### config.mk
export PLATFORM = sky130hd
export DESIGN_NAME = dbg_mode_ctrl
export DESIGN_NICKNAME = d
export VERILOG_FILES = /design/src/rtl/dbg_mode_pkg.sv /design/src/rtl/dbg_boot_sel.sv /design/src/rtl/dbg_mode_fsm.sv /design/src/rtl/dbg_illegal_halt.sv /design/src/rtl/dbg_mode_ctrl.sv
export SDC_FILE = /design/constraint.sdc
export NUM_CORES = 1
export LEC_CHECK = 0
export CAP_MARGIN = 40
export CORE_AREA = 4 4 41 43
export CTS_CLUSTER_SIZE = 14
export DETAILED_ROUTE_END_ITERATION = 7
export DIE_AREA = 0 0 45 47
export PLACE_DENSITY = 0.73
export SYNTH_ARGS = -nofsm -noshare
export SYNTH_HDL_FRONTEND = slang
export SYNTH_SLANG_ARGS = --single-unit
### constraint.sdc
create_clock -name clk_i -period 2.9 [get_ports clk_i]
set_input_delay 0.58 -clock clk_i [delete_from_list [all_inputs] [get_ports clk_i]]
set_output_delay 0.58 -clock clk_i [all_outputs]
set_load 0.02 [all_outputs]
### src/rtl/dbg_mode_pkg.sv
package dbg_mode_pkg;
  localparam int unsigned MODE_W = 2;
  typedef enum logic [MODE_W-1:0] {
    MODE_RUN_OFF = 2'd0,
    MODE_RUN_ON  = 2'd1,
    MODE_HALT    = 2'd2
  } mode_e;
endpackage

### src/rtl/dbg_boot_sel.sv
module dbg_boot_sel #(
  parameter int unsigned N_FAULT = 3
) (
  input  logic               por_i,
  input  logic               force_rst_i,
  input  logic               force_halt_i,
  input  logic               bkgd_i,
  input  logic [N_FAULT-1:0] fault_rst_i,
  input  logic [N_FAULT-1:0] fault_halt_en_i,
  output logic               boot_halt_o
);
  logic [N_FAULT-1:0] fault_hit;

  for (genvar g = 0; g < N_FAULT; g++) begin : g_fault
    assign fault_hit[g] = fault_rst_i[g] & fault_halt_en_i[g];
  end

  logic pin_halt, forced_halt;
  assign pin_halt    = (por_i | force_rst_i) & ~bkgd_i;
  assign forced_halt = force_rst_i & force_halt_i;
  assign boot_halt_o = pin_halt | forced_halt | (|fault_hit);
endmodule

### src/rtl/dbg_mode_fsm.sv
module dbg_mode_fsm
  import dbg_mode_pkg::*;
(
  input  logic  clk_i,
  input  logic  rst_ni,
  input  logic  boot_halt_i,
  input  logic  bg_cmd_i,
  input  logic  go_cmd_i,
  input  logic  en_set_i,
  input  logic  en_clr_i,
  input  logic  halt_insn_i,
  input  logic  bkpt_i,
  output mode_e mode_o,
  output logic  clk_sel_o,
  output logic  boot_o
);
  mode_e mode_q, mode_d;
  logic  clk_sel_q, clk_sel_d;
  logic  boot_q;
  logic  halt_evt;

  assign halt_evt = bg_cmd_i | halt_insn_i | bkpt_i;

  always_comb begin
    mode_d    = mode_q;
    clk_sel_d = clk_sel_q;
    if (boot_q) begin
      // boot cycle: reset cause decides, commands are ignored
      if (boot_halt_i) begin
        mode_d    = MODE_HALT;
        clk_sel_d = 1'b1;
      end else begin
        mode_d    = MODE_RUN_OFF;
      end
    end else if (en_clr_i) begin
      mode_d = MODE_RUN_OFF;
    end else begin
      unique case (mode_q)
        MODE_HALT:    if (go_cmd_i) mode_d = MODE_RUN_ON;
        MODE_RUN_ON:  if (halt_evt) mode_d = MODE_HALT;
        MODE_RUN_OFF: if (en_set_i) mode_d = MODE_RUN_ON;
        default:      mode_d = MODE_RUN_OFF;
      endcase
    end
  end

  always_ff @(posedge clk_i or negedge rst_ni) begin
    if (!rst_ni) begin
      mode_q    <= MODE_RUN_OFF;
      clk_sel_q <= 1'b0;
      boot_q    <= 1'b1;
    end else begin
      mode_q    <= mode_d;
      clk_sel_q <= clk_sel_d;
      boot_q    <= 1'b0;
    end
  end

  assign mode_o    = mode_q;
  assign clk_sel_o = clk_sel_q;
  assign boot_o    = boot_q;
endmodule

### src/rtl/dbg_illegal_halt.sv
module dbg_illegal_halt
  import dbg_mode_pkg::*;
(
  input  logic  clk_i,
  input  logic  rst_ni,
  input  logic  boot_i,
  input  mode_e mode_i,
  input  logic  halt_insn_i,
  input  logic  insn_rst_dis_i,
  output logic  rst_req_o,
  output logic  exc_req_o
);
  logic illegal;
  logic rst_req_q, exc_req_q;

  assign illegal = ~boot_i & (mode_i == MODE_RUN_OFF) & halt_insn_i;

  always_ff @(posedge clk_i or negedge rst_ni) begin
    if (!rst_ni) begin
      rst_req_q <= 1'b0;
      exc_req_q <= 1'b0;
    end else begin
      rst_req_q <= illegal & ~insn_rst_dis_i;
      exc_req_q <= illegal &  insn_rst_dis_i;
    end
  end

  assign rst_req_o = rst_req_q;
  assign exc_req_o = exc_req_q;
endmodule

### src/rtl/dbg_mode_ctrl.sv
module dbg_mode_ctrl
  import dbg_mode_pkg::*;
#(
  parameter int unsigned N_FAULT = 3
) (
  input  logic               clk_i,
  input  logic               rst_ni,
  input  logic               por_i,
  input  logic               force_rst_i,
  input  logic               force_halt_i,
  input  logic               bkgd_i,
  input  logic [N_FAULT-1:0] fault_rst_i,
  input  logic [N_FAULT-1:0] fault_halt_en_i,
  input  logic               bg_cmd_i,
  input  logic               go_cmd_i,
  input  logic               en_set_i,
  input  logic               en_clr_i,
  input  logic               halt_insn_i,
  input  logic               bkpt_i,
  input  logic               insn_rst_dis_i,
  output logic [MODE_W-1:0]  mode_o,
  output logic               halt_o,
  output logic               dbg_en_o,
  output logic               clk_sel_o,
  output logic               stop_keep_o,
  output logic               ill_rst_req_o,
  output logic               ill_exc_req_o
);
  logic  boot_halt;
  logic  boot_q;
  mode_e mode;

  dbg_boot_sel #(.N_FAULT(N_FAULT)) i_boot_sel (
    .por_i          (por_i),
    .force_rst_i    (force_rst_i),
    .force_halt_i   (force_halt_i),
    .bkgd_i         (bkgd_i),
    .fault_rst_i    (fault_rst_i),
    .fault_halt_en_i(fault_halt_en_i),
    .boot_halt_o    (boot_halt)
  );

  dbg_mode_fsm i_fsm (
    .clk_i      (clk_i),
    .rst_ni     (rst_ni),
    .boot_halt_i(boot_halt),
    .bg_cmd_i   (bg_cmd_i),
    .go_cmd_i   (go_cmd_i),
    .en_set_i   (en_set_i),
    .en_clr_i   (en_clr_i),
    .halt_insn_i(halt_insn_i),
    .bkpt_i     (bkpt_i),
    .mode_o     (mode),
    .clk_sel_o  (clk_sel_o),
    .boot_o     (boot_q)
  );

  dbg_illegal_halt i_illegal (
    .clk_i         (clk_i),
    .rst_ni        (rst_ni),
    .boot_i        (boot_q),
    .mode_i        (mode),
    .halt_insn_i   (halt_insn_i),
    .insn_rst_dis_i(insn_rst_dis_i),
    .rst_req_o     (ill_rst_req_o),
    .exc_req_o     (ill_exc_req_o)
  );

  assign mode_o      = mode;
  assign halt_o      = (mode == MODE_HALT);
  assign dbg_en_o    = (mode != MODE_RUN_OFF);
  assign stop_keep_o = dbg_en_o;
endmodule

==> impl_metrics.tcl, run 1 <==
set metrics [dict create \
    avgSynthCellArea_um2 11.9 \
    cts.sinks 6 \
    grt_pass1_wl_um 1200 \
    drc_errors 0 \
    yosys-top-cells-area "dfrtp_1, dfstp_2, o31ai_4" \
    hold_class "reg -> reg" \
    cp_max_fo 6 \
    worstReg2RegStart "i_fsm.mode_o[0]$_DFFE_PN0P_" \
    hold_depth 1 \
    antenna_left 0 \
    arrival_ps 1490 \
    clockPowerShare_pct 33.1 \
    seq_power_share_pct 37.4 \
    clockBufferDepth 2 \
    routed_wl_um 728 \
    grt_max_degree 7 \
    setup_viol 0 \
    fin_cells 71 \
    outcome "finished, final reports clean" \
    worstSkewPairLatency_ps 240 \
    grtUsageTotal_pct 8.58 \
    ctsHoldBuffers 0 \
    power_mw 0.248 \
    drv_slew 0 \
    cp_data_required_time_ps 2320 \
    ys_async_sr_fraction_pct 100 \
    power_frac_comb_pct 29.5 \
    cts_setup_buffers 0 \
    place_ws_ps 1070 \
    ys_ff_latch 6 \
    fin_area_um2 618 \
    drv_cap 0 \
    synthDistinctLibCells 19 \
    clk_pin_slew_ps 50 \
    ir_worst_vdd_v 0.000174 \
    vias 306 \
    place_area_um2 592 \
    die_h_um 47 \
    fin_ws_ps 829 \
    drt_pre_antenna_iters 2 \
    viasPerCell 4.31 \
    skew_ps 3.20 \
    cp-start-kind "flip-flop" \
    fillers 142 \
    antenna_found_initial 0 \
    fin_nets 76 \
    syn_to_final_growth_pct 93.0 \
    synth_cells 27 \
    period_minus_slack_ps 2070 \
    rows 13 \
    grt_pass1_vias 322 \
    core_area_um2 1300 \
    cts_buffers 3 \
    rrSetupSlack_ps 1900 \
    synth_top_area_share_pct 39.1 \
    grt-ovfl-total 0 \
    critical_path_class "reg -> out" \
    synth_area_leader_cell "dfrtp_1" \
    hold_viol_final 0 \
    power_density_nw_per_um2 401 \
    synth-main-ff-cell "dfrtp_1" \
    post_cts_resized 0 \
    timing.rr.end "i_fsm.mode_o[0]$_DFFE_PN0P_" \
    synth_area_um2 320 \
    holdPathEnd "i_fsm.clk_sel_o$_DFFE_PN0P_" \
    rsz0062_at_grt "no" \
    syn_nets 46 \
    drive_above_1_share_pct 14.3 \
    startpoint "i_fsm.mode_o[0]$_DFFE_PN0P_" \
    p_leak_nw 0.250 \
    drt_iter0_markers 1 \
    die_area_um2 2120 \
    min_period_over_period_pct 71.4 \
    cts-root-buf "clkbuf_4" \
    p_sw_share_pct 25.0 \
    internal-power_mw 0.186 \
    die_w_um 45 \
    cts_max_level 1 \
    worstHoldStart "i_fsm.clk_sel_o$_DFFE_PN0P_" \
    synth_edf_count 0 \
    layout_common_cells "clkdlybuf4s50_1, dfrtp_1, clkbuf_4" \
    io_pins 27 \
    critPathCaptureType "output pin" \
    post-dp-hpwl_um 662 \
    max_freq_ghz 0.483 \
    fin_tns_setup_ps 0 \
    port-buffer-count 26 \
    initial_core_util_pct 24.6 \
    reg2regPathDepth 3 \
    yosysSeqAreaShare_pct 47.3 \
    yosysWarnings 0 \
    gp_congestion 0.662 \
    netSwitchingPower_mw 0.0619 \
    final_common_cell "clkdlybuf4s50_1" \
    diodes 0 \
    wl_per_cell_um 10.3 \
    cts_tree "built" \
    place_inst 67 \
]
-- worst max path at each step --
stage	cells past startpoint	slack, ps	to
6_report	2	830	halt_o
5_1_grt	2	740	halt_o
4_1_cts	2	800	halt_o
3_5_place_dp	2	1070	halt_o
3_3_place_gp	2	1080	halt_o
2_1_floorplan	2	1290	stop_keep_o
-- flip-flops by register name, summed over array words and instances (netlist names) --
name	count
i_illegal.rst_req_o	1
i_illegal.exc_req_o	1
i_fsm.clk_sel_o	1
i_fsm.mode_o	2
i_fsm.boot_o	1
-- cells in the mapped netlist (all sizes together), types with 2 or more instances --
master	count
a22o	2
dfrtp	5
inv	2
nor3	2
o31ai	3
or2	2
-- logic make-up (layout without fill, tap and decap cells) --
family | Yosys count | in the layout | synth area share [%]
DFF | 6 | 6 | 47.3
and+or+nand+nor | 8 | 8 | 18.4
buffers and inverters | 3 | 32 | 4.69
AOI/OAI and AO/OA | 9 | 9 | 28.5
other | 1 | 1 | 1.17
-- power groups by stage --
stage | logic [mW] | registers (mW) | clock network (mW)
2_1_floorplan | 0.0269 | 0.0977 | 0
3_3_place_gp | 0.0735 | 0.0940 | 0
3_5_place_dp | 0.0741 | 0.0942 | 0
4_1_cts | 0.0743 | 0.0928 | 0.0894
5_1_grt | 0.0783 | 0.0936 | 0.0951
6_report | 0.0730 | 0.0928 | 0.0822
-- metrics by stage --
| stage | utilization [%] | hold WS [ps] |
|---|---|---|
| after floorplan | - | 284 |
| after global placement | 45.5 | 457 |
| after detailed placement | 45.5 | 475 |
| after CTS | 47.5 | 495 |
| after global routing | 47.5 | 520 |
| final | 47.5 | 478 |
-- layout make-up --
cell class | instances | area (um^2) | share of cell area, %
inverter | 2 | 7.51 | 1.21
sequential | 6 | 151 | 24.5
clock buffer | 4 | 26.3 | 4.25
timing repair buffer | 26 | 260 | 42.1
multi-input combinational | 18 | 154 | 24.9
tap | 15 | 18.8 | 3.04
-- worst max-delay path: stages, from the launching register on --
cell and delay, ps:
dfrtp_1 430, and2b_1 230, clkdlybuf4s50_1 600
-- routing by layer --
metal,global-route usage (%),up-vias,routed length [um]
met2,15.3,20,391
li1,-,154,-
met3,3.45,0,94
met4,8.77,0,0
met5,0,-,0
met1,6.93,132,243
Note: power is estimated with default switching activity, not from simulation.
==> run 2: changes to the inputs <==
clock period = 2.1 ns   (was 2.9 ns; I/O delays follow)
==> results of run 2 <==
Same layout as run 1 (identical final DEF). Status: finished, final reports clean.
Among the figures that moved: setup slack after placement 1070 ps -> 432 ps; setup slack after layout 829 ps -> 189 ps; hold slack 478 ps -> 411 ps; register-to-register setup slack 1900 ps -> 1100 ps; total power 0.248 mW -> 0.342 mW; worst IR drop on VDD 0.000174 V -> 0.000240 V
==> run 3: changes to the inputs <==
RECOVER_POWER = 50   (was unset)
SLEW_MARGIN = 10   (was unset)
==> run 3 against run 2 <==
Total power fell by 1.1%. Wire length increased by 0.96%. Largest cell class unchanged. Die area stayed put. Sequential power is essentially flat. Via count up 0.33%. Final cell count stayed put. Non-clock buffer count unchanged. Clock power hardly changed. Combinational power hardly changed. First-iteration DRC count is the same. Critical path depth stayed put. Global-route usage did not move.
==> impl_metrics.tcl, run 3 (synthesized netlist as in run 1, its figures left out) <==
set metrics [dict create \
    gp_congestion 0.662 \
    critical_path_class "reg -> out" \
    layout_common_cells "clkdlybuf4s50_1, dfrtp_1, clkbuf_4" \
    fin_tns_setup_ps 0 \
    die_area_um2 2120 \
    clockBufferDepth 2 \
    cts_tree "built" \
    syn_to_final_growth_pct 88.7 \
    antenna_found_initial 0 \
    cts_setup_buffers 0 \
    startpoint "i_fsm.mode_o[1]$_DFFE_PN0P_" \
    period_minus_slack_ps 1910 \
    power_mw 0.339 \
    ctsHoldBuffers 0 \
    outcome "finished, final reports clean" \
    place_inst 67 \
    arrival_ps 1490 \
    clk_pin_slew_ps 50 \
    skew_ps 3.20 \
    die_w_um 45 \
    port-buffer-count 26 \
    endpoint "stop_keep_o" \
    cp_max_fo 6 \
    cp-start-kind "flip-flop" \
    grt_max_degree 7 \
    worstSkewPairLatency_ps 240 \
    max_freq_ghz 0.525 \
    p_leak_nw 0.249 \
    antenna_left 0 \
    drt_pre_antenna_iters 2 \
    cts-root-buf "clkbuf_4" \
    grt_pass1_vias 322 \
    core_area_um2 1300 \
    drv_slew 0 \
    io_pins 27 \
    ir_worst_vdd_v 0.000239 \
    rsz0062_at_grt "no" \
    final_common_cell "clkdlybuf4s50_1" \
    finish.utilization_pct 46.4 \
    worstReg2RegStart "i_fsm.mode_o[0]$_DFFE_PN0P_" \
    timing.rr.end "i_fsm.mode_o[0]$_DFFE_PN0P_" \
    fin_cells 71 \
    cts_buffers 3 \
    setup_viol 0 \
    post_cts_resized 0 \
    viasPerCell 4.32 \
    diodes 0 \
    vias 307 \
    grtUsageTotal_pct 8.58 \
    wl_per_cell_um 10.4 \
    cts_max_level 1 \
    fin_area_um2 604 \
    critPathCaptureType "output pin" \
    largest_register_ffs 2 \
    cp_data_required_time_ps 1680 \
    routed_wl_um 735 \
    hold_class "in -> async" \
    initial_core_util_pct 24.6 \
    rrSetupSlack_ps 1130 \
    drv_cap 0 \
    power_density_nw_per_um2 560 \
    post-dp-hpwl_um 662 \
    place_area_um2 592 \
    grt-ovfl-total 0 \
    hold_viol_final 0 \
    grt_pass1_wl_um 1200 \
    drc_errors 0 \
    rows 13 \
    reg2regPathDepth 3 \
    drive_above_1_share_pct 12.5 \
    cts.sinks 6 \
    drt_iter0_markers 1 \
    die_h_um 47 \
    fin_nets 76 \
    min_period_over_period_pct 90.7 \
]
==> run 3: final cells by class <==
type	instances	area, um^2
fillers	145	697
repair buffers	26	260
flip-flops and latches	6	151
multi-input cells	18	140
clock buffers	4	26.3
well taps	15	18.8
inverters	2	7.51
==> run 3: worst max-delay path, cell delays in order, from the launching register on <==
cell and delay [ps]:
dfrtp_1 410, or2_1 280, clkdlybuf4s50_1 550
==> run 3: worst min-delay path by stage <==
stage | slack [ps] | from | to | depth (start not counted)
3_5_place_dp | 470 | i_fsm.clk_sel_o$_DFFE_PN0P_ | i_fsm.clk_sel_o$_DFFE_PN0P_ | 1
6_report | 480 | rst_ni | i_fsm.clk_sel_o$_DFFE_PN0P_ | 1
4_1_cts | 410 | rst_ni | i_fsm.clk_sel_o$_DFFE_PN0P_ | 1
3_3_place_gp | 460 | i_fsm.clk_sel_o$_DFFE_PN0P_ | i_fsm.clk_sel_o$_DFFE_PN0P_ | 1
5_1_grt | 490 | rst_ni | i_fsm.clk_sel_o$_DFFE_PN0P_ | 1
2_1_floorplan | 120 | rst_ni | i_fsm.clk_sel_o$_DFFE_PN0P_ | 0
==> run 3: through the flow <==
| stage | worst slack [ps] | hold slack, ps |
|---|---|---|
| 2_1_floorplan | 646 | 124 |
| 3_3_place_gp | 440 | 457 |
| 3_5_place_dp | 432 | 475 |
| 4_1_cts | 164 | 407 |
| 5_1_grt | 118 | 490 |
| 6_report | 195 | 478 |
==> run 3: routing by layer <==
layer | wire length [um] | part of all wire, % | track usage, %
met2 | 388 | 53 | 15.3
met3 | 94 | 13 | 3.45
met5 | 0 | 0 | 0
met4 | 0 | 0 | 8.77
met1 | 252 | 34 | 6.93
==> run 3: power by group <==
group	total [mW]	switching, mW	leakage (nW)	internal (mW)
Combinational	0.0976	0.0366	0.162	0.0610
Sequential	0.128	0.00537	0.0721	0.122
Clock	0.113	0.0415	0.0150	0.0720
